`config.mk`:
```
export PLATFORM = sky130hd
export DESIGN_NAME = mw_eeprom_engine
export DESIGN_NICKNAME = d
export VERILOG_FILES = /design/src/rtl/mw_pkg.sv /design/src/rtl/mw_in_sync.sv /design/src/rtl/mw_cmd_fsm.sv /design/src/rtl/mw_prog_timer.sv /design/src/rtl/mw_word_array.sv /design/src/rtl/mw_eeprom_engine.sv
export SDC_FILE = /design/constraint.sdc
export NUM_CORES = 2
export LEC_CHECK = 0
export ABC_CLOCK_PERIOD_IN_PS = 10200
export BUFFER_PORTS_ARGS = -buffer_cell sky130_fd_sc_hd__buf_2
export CORE_MARGIN = 3
export CORE_UTILIZATION = 65
export CTS_CLUSTER_SIZE = 8
export DETAILED_ROUTE_END_ITERATION = 6
export HOLD_SLACK_MARGIN = 0.02
export PLACE_DENSITY_LB_ADDON = 0.08
export REMOVE_ABC_BUFFERS = 1
export SKIP_LAST_GASP = 1
export SLEW_MARGIN = 40
export SYNTH_ARGS = -nofsm -noshare
export SYNTH_HDL_FRONTEND = slang
export SYNTH_HIERARCHICAL = 1
export SYNTH_SLANG_ARGS = --single-unit
```
`constraint.sdc`:
```
create_clock -name clk -period 10.2 [get_ports clk]
set_clock_uncertainty 0.1 [all_clocks]
set_input_delay 1.02 -clock clk [delete_from_list [all_inputs] [get_ports clk]]
set_output_delay 1.02 -clock clk [all_outputs]
set_load 0.02 [all_outputs]
```
`src/rtl/mw_pkg.sv`:
```
// Shared widths and encodings for the serial EEPROM command engine.
package mw_pkg;
    parameter int ADDR_W = 6;
    parameter int WORD_W = 16;

    // Receive/decode sequencer states.
    typedef enum logic [2:0] {
        ST_IDLE,
        ST_OPC,
        ST_ADR,
        ST_RD,
        ST_DAT,
        ST_HOLD
    } mw_state_e;

    // Decoded command kind.
    typedef enum logic [2:0] {
        K_NONE,
        K_READ,
        K_WRITE,
        K_ERASE,
        K_WRALL,
        K_ERAL,
        K_MISC
    } mw_kind_e;
endpackage

```
`src/rtl/mw_in_sync.sv`:
```
// Brings chip select, serial clock and data in into the system clock domain.
// Emits a serial-clock rising pulse and a chip-select falling pulse.
// Assumes each input level lasts longer than STAGES+1 system clocks.
module mw_in_sync #(
    parameter int STAGES = 2
) (
    input  logic clk,
    input  logic rst_n,
    input  logic cs_i,
    input  logic sk_i,
    input  logic di_i,
    output logic cs_s,
    output logic sk_s,
    output logic di_s,
    output logic sk_rise,
    output logic cs_fall
);
    localparam int NSIG = 3;

    logic [NSIG-1:0] pipe [STAGES];
    logic [NSIG-1:0] last_q;

    // First synchronizer stage captures the raw pins.
    always_ff @(posedge clk) begin
        if (!rst_n) pipe[0] <= '0;
        else        pipe[0] <= {cs_i, sk_i, di_i};
    end

    // Remaining synchronizer stages.
    for (genvar g = 1; g < STAGES; g++) begin : g_stage
        always_ff @(posedge clk) begin
            if (!rst_n) pipe[g] <= '0;
            else        pipe[g] <= pipe[g-1];
        end
    end

    // One-cycle delayed copy for edge detection.
    always_ff @(posedge clk) begin
        if (!rst_n) last_q <= '0;
        else        last_q <= pipe[STAGES-1];
    end

    assign cs_s    = pipe[STAGES-1][2];
    assign sk_s    = pipe[STAGES-1][1];
    assign di_s    = pipe[STAGES-1][0];
    assign sk_rise = sk_s & ~last_q[1];
    assign cs_fall = ~cs_s & last_q[2];
endmodule

```
`src/rtl/mw_cmd_fsm.sv`:
```
// Shifts in start bit, opcode, address and data, and decodes the command.
// Shifts read data out and raises a programming request on chip-select fall.
// Assumes synchronized inputs; ignores start bits while busy is high.
module mw_cmd_fsm
    import mw_pkg::*;
#(
    parameter int AW = ADDR_W,
    parameter int DW = WORD_W
) (
    input  logic          clk,
    input  logic          rst_n,
    input  logic          cs_s,
    input  logic          cs_fall,
    input  logic          sk_rise,
    input  logic          di_s,
    input  logic          busy,
    input  logic [DW-1:0] rd_word,
    output logic [AW-1:0] addr_o,
    output mw_kind_e      kind_o,
    output logic [DW-1:0] data_o,
    output logic          req_o,
    output logic          wen_set_o,
    output logic          wen_clr_o,
    output logic          idle_o,
    output logic          rd_active_o,
    output logic          rd_bit_o
);
    localparam int CW = $clog2(AW) + 1;

    mw_state_e     state;
    logic [CW-1:0] cnt;
    logic [1:0]    op;
    logic [AW-1:0] adr;
    mw_kind_e      kind;
    logic [DW-1:0] dsr;
    logic [DW-1:0] rsr;
    logic          rfirst;
    logic          rbit;

    logic          last_adr;
    logic [AW-1:0] adr_n;
    logic          is_mod;

    // Decode helpers for the cycle that receives the last address bit.
    always_comb begin
        adr_n    = {adr[AW-2:0], di_s};
        last_adr = cs_s && sk_rise && (state == ST_ADR) && (cnt == CW'(AW-1));
        is_mod   = (kind == K_WRITE) || (kind == K_ERASE) ||
                   (kind == K_WRALL) || (kind == K_ERAL);
    end

    // Latch control pulses and programming request.
    always_comb begin
        wen_set_o = last_adr && (op == 2'b00) && (adr_n[AW-1 -: 2] == 2'b11);
        wen_clr_o = last_adr && (op == 2'b00) && (adr_n[AW-1 -: 2] == 2'b00);
        req_o     = cs_fall && is_mod && ((state == ST_DAT) || (state == ST_HOLD));
    end

    // Command sequencer: shifting, decode and read-out.
    always_ff @(posedge clk) begin
        if (!rst_n) begin
            state  <= ST_IDLE;
            cnt    <= '0;
            op     <= '0;
            adr    <= '0;
            kind   <= K_NONE;
            dsr    <= '0;
            rsr    <= '0;
            rfirst <= 1'b0;
            rbit   <= 1'b0;
        end else if (!cs_s) begin
            state <= ST_IDLE;
            rbit  <= 1'b0;
        end else if (sk_rise) begin
            case (state)
                ST_IDLE: begin
                    if (di_s && !busy) begin
                        state <= ST_OPC;
                        cnt   <= '0;
                        kind  <= K_NONE;
                    end
                end
                ST_OPC: begin
                    op <= {op[0], di_s};
                    if (cnt == CW'(1)) begin
                        state <= ST_ADR;
                        cnt   <= '0;
                    end else begin
                        cnt <= cnt + CW'(1);
                    end
                end
                ST_ADR: begin
                    adr <= adr_n;
                    if (cnt == CW'(AW-1)) begin
                        case (op)
                            2'b10: begin
                                kind   <= K_READ;
                                state  <= ST_RD;
                                rfirst <= 1'b1;
                                rbit   <= 1'b0;
                            end
                            2'b01: begin
                                kind  <= K_WRITE;
                                state <= ST_DAT;
                                dsr   <= '0;
                            end
                            2'b11: begin
                                kind  <= K_ERASE;
                                state <= ST_HOLD;
                            end
                            default: begin
                                case (adr_n[AW-1 -: 2])
                                    2'b01: begin
                                        kind  <= K_WRALL;
                                        state <= ST_DAT;
                                        dsr   <= '0;
                                    end
                                    2'b10: begin
                                        kind  <= K_ERAL;
                                        state <= ST_HOLD;
                                    end
                                    default: begin
                                        kind  <= K_MISC;
                                        state <= ST_HOLD;
                                    end
                                endcase
                            end
                        endcase
                    end else begin
                        cnt <= cnt + CW'(1);
                    end
                end
                ST_RD: begin
                    if (rfirst) begin
                        rbit   <= rd_word[DW-1];
                        rsr    <= {rd_word[DW-2:0], 1'b0};
                        rfirst <= 1'b0;
                    end else begin
                        rbit <= rsr[DW-1];
                        rsr  <= {rsr[DW-2:0], 1'b0};
                    end
                end
                ST_DAT: begin
                    dsr <= {dsr[DW-2:0], di_s};
                end
                default: ;
            endcase
        end
    end

    assign addr_o      = adr;
    assign kind_o      = kind;
    assign data_o      = dsr;
    assign idle_o      = (state == ST_IDLE);
    assign rd_active_o = (state == ST_RD);
    assign rd_bit_o    = rbit;

    AST_NO_CMD_WHILE_BUSY: assert property (@(posedge clk) disable iff (!rst_n)
        (busy && state == ST_IDLE) |=> (state == ST_IDLE));
    AST_READ_LEAD_ZERO: assert property (@(posedge clk) disable iff (!rst_n)
        (last_adr && op == 2'b10) |=> (rd_bit_o == 1'b0));
endmodule

```
`src/rtl/mw_prog_timer.sv`:
```
// Self-timed programming cycle: captures the operation at start, counts
// CYCLES system clocks, and commits to the array on the final count.
// Assumes start is never raised while busy.
module mw_prog_timer
    import mw_pkg::*;
#(
    parameter int CYCLES = 64,
    parameter int AW     = ADDR_W,
    parameter int DW     = WORD_W
) (
    input  logic          clk,
    input  logic          rst_n,
    input  logic          start,
    input  mw_kind_e      kind,
    input  logic [AW-1:0] addr,
    input  logic [DW-1:0] data,
    output logic          busy,
    output logic          we,
    output logic          all,
    output logic [AW-1:0] waddr,
    output logic [DW-1:0] wdata
);
    localparam int CNTW = $clog2(CYCLES + 1);

    logic [CNTW-1:0] cnt;

    // Countdown and operation capture.
    always_ff @(posedge clk) begin
        if (!rst_n) begin
            cnt   <= '0;
            all   <= 1'b0;
            waddr <= '0;
            wdata <= '0;
        end else if (start) begin
            cnt   <= CNTW'(CYCLES);
            all   <= (kind == K_WRALL) || (kind == K_ERAL);
            waddr <= addr;
            wdata <= ((kind == K_ERASE) || (kind == K_ERAL)) ? '1 : data;
        end else if (cnt != '0) begin
            cnt <= cnt - CNTW'(1);
        end
    end

    assign busy = (cnt != '0);
    assign we   = (cnt == CNTW'(1));

    AST_START_WHEN_IDLE: assert property (@(posedge clk) disable iff (!rst_n)
        start |-> !busy);
endmodule

```
`src/rtl/mw_word_array.sv`:
```
// Register-file array of 2**AW words, erased (all ones) at reset.
// One write port with a broadcast mode, one combinational read port.
module mw_word_array
    import mw_pkg::*;
#(
    parameter int AW = ADDR_W,
    parameter int DW = WORD_W
) (
    input  logic          clk,
    input  logic          rst_n,
    input  logic          we,
    input  logic          all,
    input  logic [AW-1:0] waddr,
    input  logic [DW-1:0] wdata,
    input  logic [AW-1:0] raddr,
    output logic [DW-1:0] rdata
);
    localparam int WORDS = 1 << AW;

    logic [DW-1:0] mem [WORDS];

    // Word storage with single-word or whole-array write.
    always_ff @(posedge clk) begin
        for (int i = 0; i < WORDS; i++) begin
            if (!rst_n)
                mem[i] <= '1;
            else if (we && (all || waddr == AW'(i)))
                mem[i] <= wdata;
        end
    end

    assign rdata = mem[raddr];
endmodule

```
`src/rtl/mw_eeprom_engine.sv`:
```
// Top of the serial EEPROM command engine. Holds the write-enable latch
// and the ready/busy status flag, and drives the serial output and its enable.
// Assumes the host serial clock is far slower than clk.
module mw_eeprom_engine
    import mw_pkg::*;
#(
    parameter int PROG_CYCLES = 64,
    parameter int SYNC_STAGES = 2
) (
    input  logic clk,
    input  logic rst_n,
    input  logic cs_i,
    input  logic sk_i,
    input  logic di_i,
    output logic do_o,
    output logic do_oe_o
);
    localparam int AW = ADDR_W;
    localparam int DW = WORD_W;

    logic          cs_s, sk_s, di_s, sk_rise, cs_fall;
    logic [AW-1:0] cmd_addr;
    mw_kind_e      cmd_kind;
    logic [DW-1:0] cmd_data;
    logic          req, wen_set, wen_clr, idle, rd_active, rd_bit;
    logic          busy, arr_we, arr_all;
    logic [AW-1:0] arr_waddr;
    logic [DW-1:0] arr_wdata, arr_rdata;
    logic          wen_q, stat_q, prog_start;

    mw_in_sync #(.STAGES(SYNC_STAGES)) u_sync (
        .clk(clk), .rst_n(rst_n), .cs_i(cs_i), .sk_i(sk_i), .di_i(di_i),
        .cs_s(cs_s), .sk_s(sk_s), .di_s(di_s), .sk_rise(sk_rise), .cs_fall(cs_fall)
    );

    mw_cmd_fsm #(.AW(AW), .DW(DW)) u_fsm (
        .clk(clk), .rst_n(rst_n), .cs_s(cs_s), .cs_fall(cs_fall),
        .sk_rise(sk_rise), .di_s(di_s), .busy(busy), .rd_word(arr_rdata),
        .addr_o(cmd_addr), .kind_o(cmd_kind), .data_o(cmd_data), .req_o(req),
        .wen_set_o(wen_set), .wen_clr_o(wen_clr), .idle_o(idle),
        .rd_active_o(rd_active), .rd_bit_o(rd_bit)
    );

    mw_prog_timer #(.CYCLES(PROG_CYCLES), .AW(AW), .DW(DW)) u_timer (
        .clk(clk), .rst_n(rst_n), .start(prog_start), .kind(cmd_kind),
        .addr(cmd_addr), .data(cmd_data), .busy(busy), .we(arr_we),
        .all(arr_all), .waddr(arr_waddr), .wdata(arr_wdata)
    );

    mw_word_array #(.AW(AW), .DW(DW)) u_array (
        .clk(clk), .rst_n(rst_n), .we(arr_we), .all(arr_all),
        .waddr(arr_waddr), .wdata(arr_wdata), .raddr(cmd_addr), .rdata(arr_rdata)
    );

    assign prog_start = req && wen_q && !busy;

    // Write-enable latch, clear at reset.
    always_ff @(posedge clk) begin
        if (!rst_n)       wen_q <= 1'b0;
        else if (wen_set) wen_q <= 1'b1;
        else if (wen_clr) wen_q <= 1'b0;
    end

    // Ready/busy reporting flag: set by a programming start, dropped by a start-type edge.
    always_ff @(posedge clk) begin
        if (!rst_n)                                  stat_q <= 1'b0;
        else if (prog_start)                         stat_q <= 1'b1;
        else if (sk_rise && cs_s && di_s && idle)    stat_q <= 1'b0;
    end

    // Output pin: read data during READ, otherwise ready level.
    always_comb begin
        do_o    = rd_active ? rd_bit : ~busy;
        do_oe_o = cs_s && (rd_active || (idle && stat_q));
    end

    AST_OE_NEEDS_CS: assert property (@(posedge clk) disable iff (!rst_n)
        !cs_s |-> !do_oe_o);
    AST_BUSY_AFTER_START: assert property (@(posedge clk) disable iff (!rst_n)
        prog_start |=> busy);
    AST_PROG_NEEDS_WEN: assert property (@(posedge clk) disable iff (!rst_n)
        $rose(busy) |-> $past(wen_q));
    AST_COMMIT_ENDS_BUSY: assert property (@(posedge clk) disable iff (!rst_n)
        arr_we |=> !busy);
    AST_STATUS_DROP: assert property (@(posedge clk) disable iff (!rst_n)
        (sk_rise && cs_s && di_s && idle && !prog_start) |=> !stat_q);
endmodule

```
Word-level counts from Yosys, hierarchy flattened
Memories as Yosys holds them, arrays and structs flattened. A register that Yosys moved wholly into a read port is not among the register bits.
Cells that the tools add are included.
{"block": "word_totals", "reg_bits": 87, "ramBits": 1030, "in_bits": 5, "output_inout_bits": 2, "elab_cells": 653, "memories": 2}
{"memory": "u_array.mem", "depth": 64, "width": 16, "rd": 1, "rd_clocked_by_memory_dff": 1, "wr": 64, "line": "mw_word_array.sv:20", "text": "logic [DW-1:0] mem [WORDS];"}
{"memory": "u_sync.pipe", "depth": 2, "width": 3, "rd": 2, "rd_clocked_by_memory_dff": 0, "wr": 2, "line": "mw_in_sync.sv:20", "text": "logic [NSIG-1:0] pipe [STAGES];"}
{"block": "classes", "addsub": 2, "n_eq_ne": 88, "mux": 297, "n_bitwise": 72, "n_reduce_logical": 175}
{"op": "$mux 16", "count": 68}
{"op": "$mux 1", "count": 205}
{"op": "$eq 6x6->1 const B", "count": 32}
{"op": "$eq 6x5->1 const B", "count": 16}
{"op": "$logic_and 1x1->1", "count": 79}
{"op": "$logic_or 1x1->1", "count": 71}
{"op": "$or 1x1->1", "count": 66}
{"op": "$pmux 16 s2", "count": 2}
{"op": "$eq 6x4->1 const B", "count": 8}
{"op": "$pmux 3 s3", "count": 3}
{"op": "$eq 6x3->1 const B", "count": 4}
{"op": "$mux 3", "count": 7}
{"op": "$reduce_and 5->1", "count": 4}
{"op": "$mux 7", "count": 2}
{"op": "$eq 3x2->1 const B", "count": 4}
{"op": "$eq 3x3->1 const B", "count": 4}
{"op": "$eq 6x2->1 const B", "count": 2}
{"op": "$mux 4", "count": 3}
{"op": "$mux 6", "count": 2}
{"op": "$pmux 4 s3", "count": 1}
{"op": "$reduce_bool 2->1", "count": 6}
{"op": "$reduce_and 3->1", "count": 3}
{"op": "$eq 2x2->1 const B", "count": 4}
{"op": "$ne 2x2->1 const B", "count": 4}
{"op": "other kinds (25)", "count": 34}

Logic depth before layout (Yosys ltp)
{"block": "logic_depth", "ltp_word": 9, "depth_mapped": 12, "mapped_depth_nobuf": 9}

Hierarchy
Netlist, hierarchy kept.
{"mod": "mw_word_array", "instances": 1, "cells_each": 3211, "area_each_um2": 47394.2, "seq_area_each_um2": 30749.5}
{"mod": "mw_cmd_fsm", "instances": 1, "cells_each": 294, "area_each_um2": 2603.7, "seq_area_each_um2": 1021.0}
{"mod": "mw_prog_timer", "instances": 1, "cells_each": 104, "area_each_um2": 1183.6, "seq_area_each_um2": 600.6}
{"mod": "mw_in_sync", "instances": 1, "cells_each": 18, "area_each_um2": 222.7, "seq_area_each_um2": 160.2}
{"mod": "mw_eeprom_engine", "instances": 1, "cells_each": 12, "area_each_um2": 111.4, "seq_area_each_um2": 40.0}

Worst setup path after synthesis
OpenSTA, ideal clock, no wires.
{"block": "synth_path", "kind": "register to register", "start": "reg u_timer.cnt[2]", "end": "mem u_array/mem[0][0] in the netlist's numbering, enable pin", "setup_time_ns": 0.411, "t_arrival_ns": 2.830, "required_ns": 9.689, "setup_slack_ns": 6.858, "stages_incl_launch_ff": 6, "n_path_buf": 1, "synth_period_minus_slack_ns": 3.342, "cell_sequence": "dfxtp_1 -> or4_4 -> nor3b_1 -> clkinv_1 -> clkbuf_1 -> o21ai_0"}
{"item": "start: declaration", "line": "mw_prog_timer.sv:25", "text": "logic [CNTW-1:0] cnt;"}
{"item": "start signal: assignment", "line": "mw_prog_timer.sv:35", "text": "cnt <= CNTW'(CYCLES);"}
{"item": "start signal: assignment", "line": "mw_prog_timer.sv:40", "text": "cnt <= cnt - CNTW'(1);"}
{"item": "end: declaration", "line": "mw_word_array.sv:20"}

==> flow_metrics.py <==
metrics = {
    "run_status": {
        "status": "complete, no violations",
    },
    "power": {
        "p_total_w": 0.0104,
        "p_int_w": 0.00798,
        "p_leak_nw": 13.0,
        "seq_power_share_pct": 48.5,
        "vdd_ir_drop_max_v": 0.000141,
        "switching_share_pct": 23.1,
        "netSwitchingPower_w": 0.00239,
        "power_frac_clock_pct": 45.1,
        "pwr_density_cell_nw_per_um2": 181,
        "p_comb_share_pct": 6.4,
    },
    "global_routing": {
        "overflow": 0,
        "grt_usage_pct": 34.5,
        "grt_pass1_wl_um": 210000,
        "grt_max_degree": 213,
        "antenna_found_initial": 3,
        "grt_pass1_vias": 32700,
    },
    "clocking": {
        "cts_resized": 0,
        "clock_latency_ns": 0.74,
        "cts_setup_buffers": 0,
        "cts_hold_buf": 0,
        "clk_path_buf_depth": 3,
        "cts_buffers": 157,
        "path_clk_slew_ns": 0.05,
        "h-tree-depth": 4,
        "tritoncts": "built",
        "clock-sinks": 1115,
        "cts_root_buf": "clkbuf_16",
    },
    "floorplan": {
        "rows": 102,
        "die_y_um": 288,
        "core_area_um2": 78000,
        "start_util_pct": 66.1,
        "boundaryPins": 7,
        "dieArea_um2": 82700,
        "die_width_um": 288,
    },
    "timing": {
        "rsz0062_at_grt": "false",
        "fin_tns_setup_ns": 0,
        "setup_slack_ns": 6.15,
        "period_share_pct": 39.7,
        "max_freq_mhz": 247,
        "worst_slew_pin_slew_ns": 0.898,
        "finalMaxSlewViolations": 0,
        "finalHoldViolations": 0,
        "finalSetupViolCount": 0,
        "maxSlewHeadroom_pct": 40.1,
        "min_period_ns": 4.05,
    },
    "setup_path": {
        "endpoint_kind": "flip-flop",
        "critPathCapture": "u_fsm/rsr[13]",
        "worstPathMaxFanout": 85,
        "startpoint_type": "flip-flop",
        "reg2reg_from": "u_fsm/addr_o[1]",
        "timing.rr.end": "u_fsm/rsr[13]",
        "cp-startpoint": "u_fsm/addr_o[1]",
        "reg2reg_slack_ns": 6.15,
        "worstPathRequired_ns": 10.73,
        "path_class": "reg -> reg",
        "crit_arrival_ns": 4.59,
        "reg2reg_depth": 9,
    },
    "layout": {
        "n_fill_cell": 4735,
        "layout_common_cells": "or3_1, edfxtp_1, mux4_2",
        "layout.nets": 3498,
        "fin_util_pct": 73.6,
        "final_common_cell": "or3_1",
        "layout-drive-gt1-share_pct": 19.6,
        "area_delta_synth_final_pct": 11.4,
    },
    "synthesis": {
        "dominantRegCellSynth": "edfxtp_1",
        "yosys.cell_types.count": 70,
        "ys_warn_count": 6,
        "seq_area_frac_synth_pct": 63.2,
        "synth.avg_cell_area_um2": 14.2,
        "syn_area_um2": 51500,
        "synth-seq-cells": 1115,
        "synth-async-reset-ratio_pct": 0,
        "synth-edff-count": 1024,
        "syn_inst": 3639,
    },
    "placement": {
        "io_buffers": 6,
        "dp_worst_setup_slack_ns": 6.21,
        "hpwl_um": 80700,
        "globalplace.congestion": 0.919,
    },
    "min_path": {
        "hp-class": "reg -> reg",
        "hp-start": "u_sync/pipe[0][2]",
    },
    "detailed_routing": {
        "wl_per_cell_um": 30.7,
        "drt-total-wl_um": 140000,
        "drtIter0Drc": 4102,
        "drtPass1Iterations": 5,
        "avgViaCountPerCell": 7.24,
        "dr_total_vias": 33100,
        "drc": 0,
        "antenna_left": 0,
    },
    "flow_run": {
        "max_cap_violations": 0,
    },
}
registers in the layout, summed over array words and instances (netlist names), 2 cells and up:
signal	count
u_sync/last_q	2
u_fsm/data_o	16
u_timer/waddr	6
u_timer/wdata	16
u_sync/pipe	6
u_fsm/op	2
u_fsm/cnt	4
u_array/mem	1024
u_fsm/kind_o	3
u_fsm/state	3
u_fsm/addr_o	6
u_timer/cnt	7
u_fsm/rsr	15
how the worst min path moves through the flow:
stage / endpoint / cells after the start / slack, ns
2_1_floorplan: u_sync/pipe[1][0] / 1 / 0.31
3_3_place_gp: u_sync/pipe[1][0] / 1 / 0.33
3_5_place_dp: u_sync/pipe[1][2] / 1 / 0.32
4_1_cts: u_sync/pipe[1][1] / 1 / 0.34
5_1_grt: u_sync/pipe[1][1] / 1 / 0.35
6_report: u_sync/pipe[1][2] / 1 / 0.34
metal layers:
layer	GRT usage (%)	wire [um]	share of wire, %
met1	47.5	51900	37
met2	54.1	67500	48
met3	6.40	14700	10
met4	15.8	6150	4.4
met5	0	29	0.021
metrics by stage:
step                      cells  cell area, um^2  hold slack (ns)
after global routing       4573            57400            0.349
after floorplan            3198            49800            0.312
final                      4576            57400            0.339
after CTS                  4571            57200            0.345
after detailed placement   4363            52900            0.323
after global placement     4359            52300            0.332
logic make-up (layout without fill, tap and decap cells):
kind of cell / after synthesis / in the layout / share of synthesized area (%)
adders and majority gates: 9 / 9 / 0.219
muxes: 396 / 396 / 13.0
DFF: 1115 / 1115 / 63.2
other: 0 / 3 / 0
buffers and inverters: 453 / 347 / 3.48
xor gates and xnor gates: 4 / 4 / 0.0680
and+or+nand+nor: 1309 / 1309 / 15.4
AOI/OAI and AO/OA: 353 / 353 / 4.61
worst max-delay path, cell delays in order, from the launching register on:
cell,delay [ns]
dfxtp_4,0.58
buf_12,0.52
buf_4,0.69
mux2i_1,0.24
a22oi_1,0.47
o21ai_0,0.22
a32oi_1,0.48
o211a_1,0.23
mux2i_1,0.06
a211oi_1,0.23
layout make-up:
cell class | count | area [um^2] | share of cell area (%)
well taps | 1040 | 1300 | 2.27
multi-input cells | 2071 | 17900 | 31.3
clock buffers | 197 | 4190 | 7.29
inverters | 12 | 48.8 | 0.0850
clock inverters | 11 | 166 | 0.290
repair buffers | 127 | 1130 | 1.97
flip-flops and latches | 1115 | 32600 | 56.8
diodes | 3 | 7.51 | 0.0131
cells in the mapped netlist (11+ instances only):
master,instances,area share (%)
or3_1,1026,12
edfxtp_1,1024,60
clkbuf_1,346,2.5
mux4_2,213,9.3
mux2i_1,142,2.8
dfxtp_1,91,3.5
a21oi_1,78,0.76
o21ai_0,75,0.73
a22oi_1,62,0.90
nand2_1,58,0.42
buf_2,55,0.53
nand3_1,50,0.49
nor2_1,43,0.31
mux2_2,41,0.90
buf_1,34,0.25
nor2b_1,26,0.32
nor3_1,26,0.25
a211oi_1,21,0.31
nand3b_1,21,0.31
o22ai_1,18,0.22
o221ai_1,17,0.29
o221a_2,16,0.35
and2_1,15,0.18
a31oi_1,13,0.16
nand2b_1,12,0.15
o211ai_1,11,0.16
power by group through the flow:
stage	logic, W	registers (W)	clock network (W)
3_3_place_gp	0.000554	0.00512	0
5_1_grt	0.000706	0.00503	0.00492
6_report	0.000662	0.00503	0.00468
2_1_floorplan	0.000339	0.00512	0
4_1_cts	0.000629	0.00503	0.00473
3_5_place_dp	0.000626	0.00512	0
No activity file was read; power rests on OpenSTA's default activity.
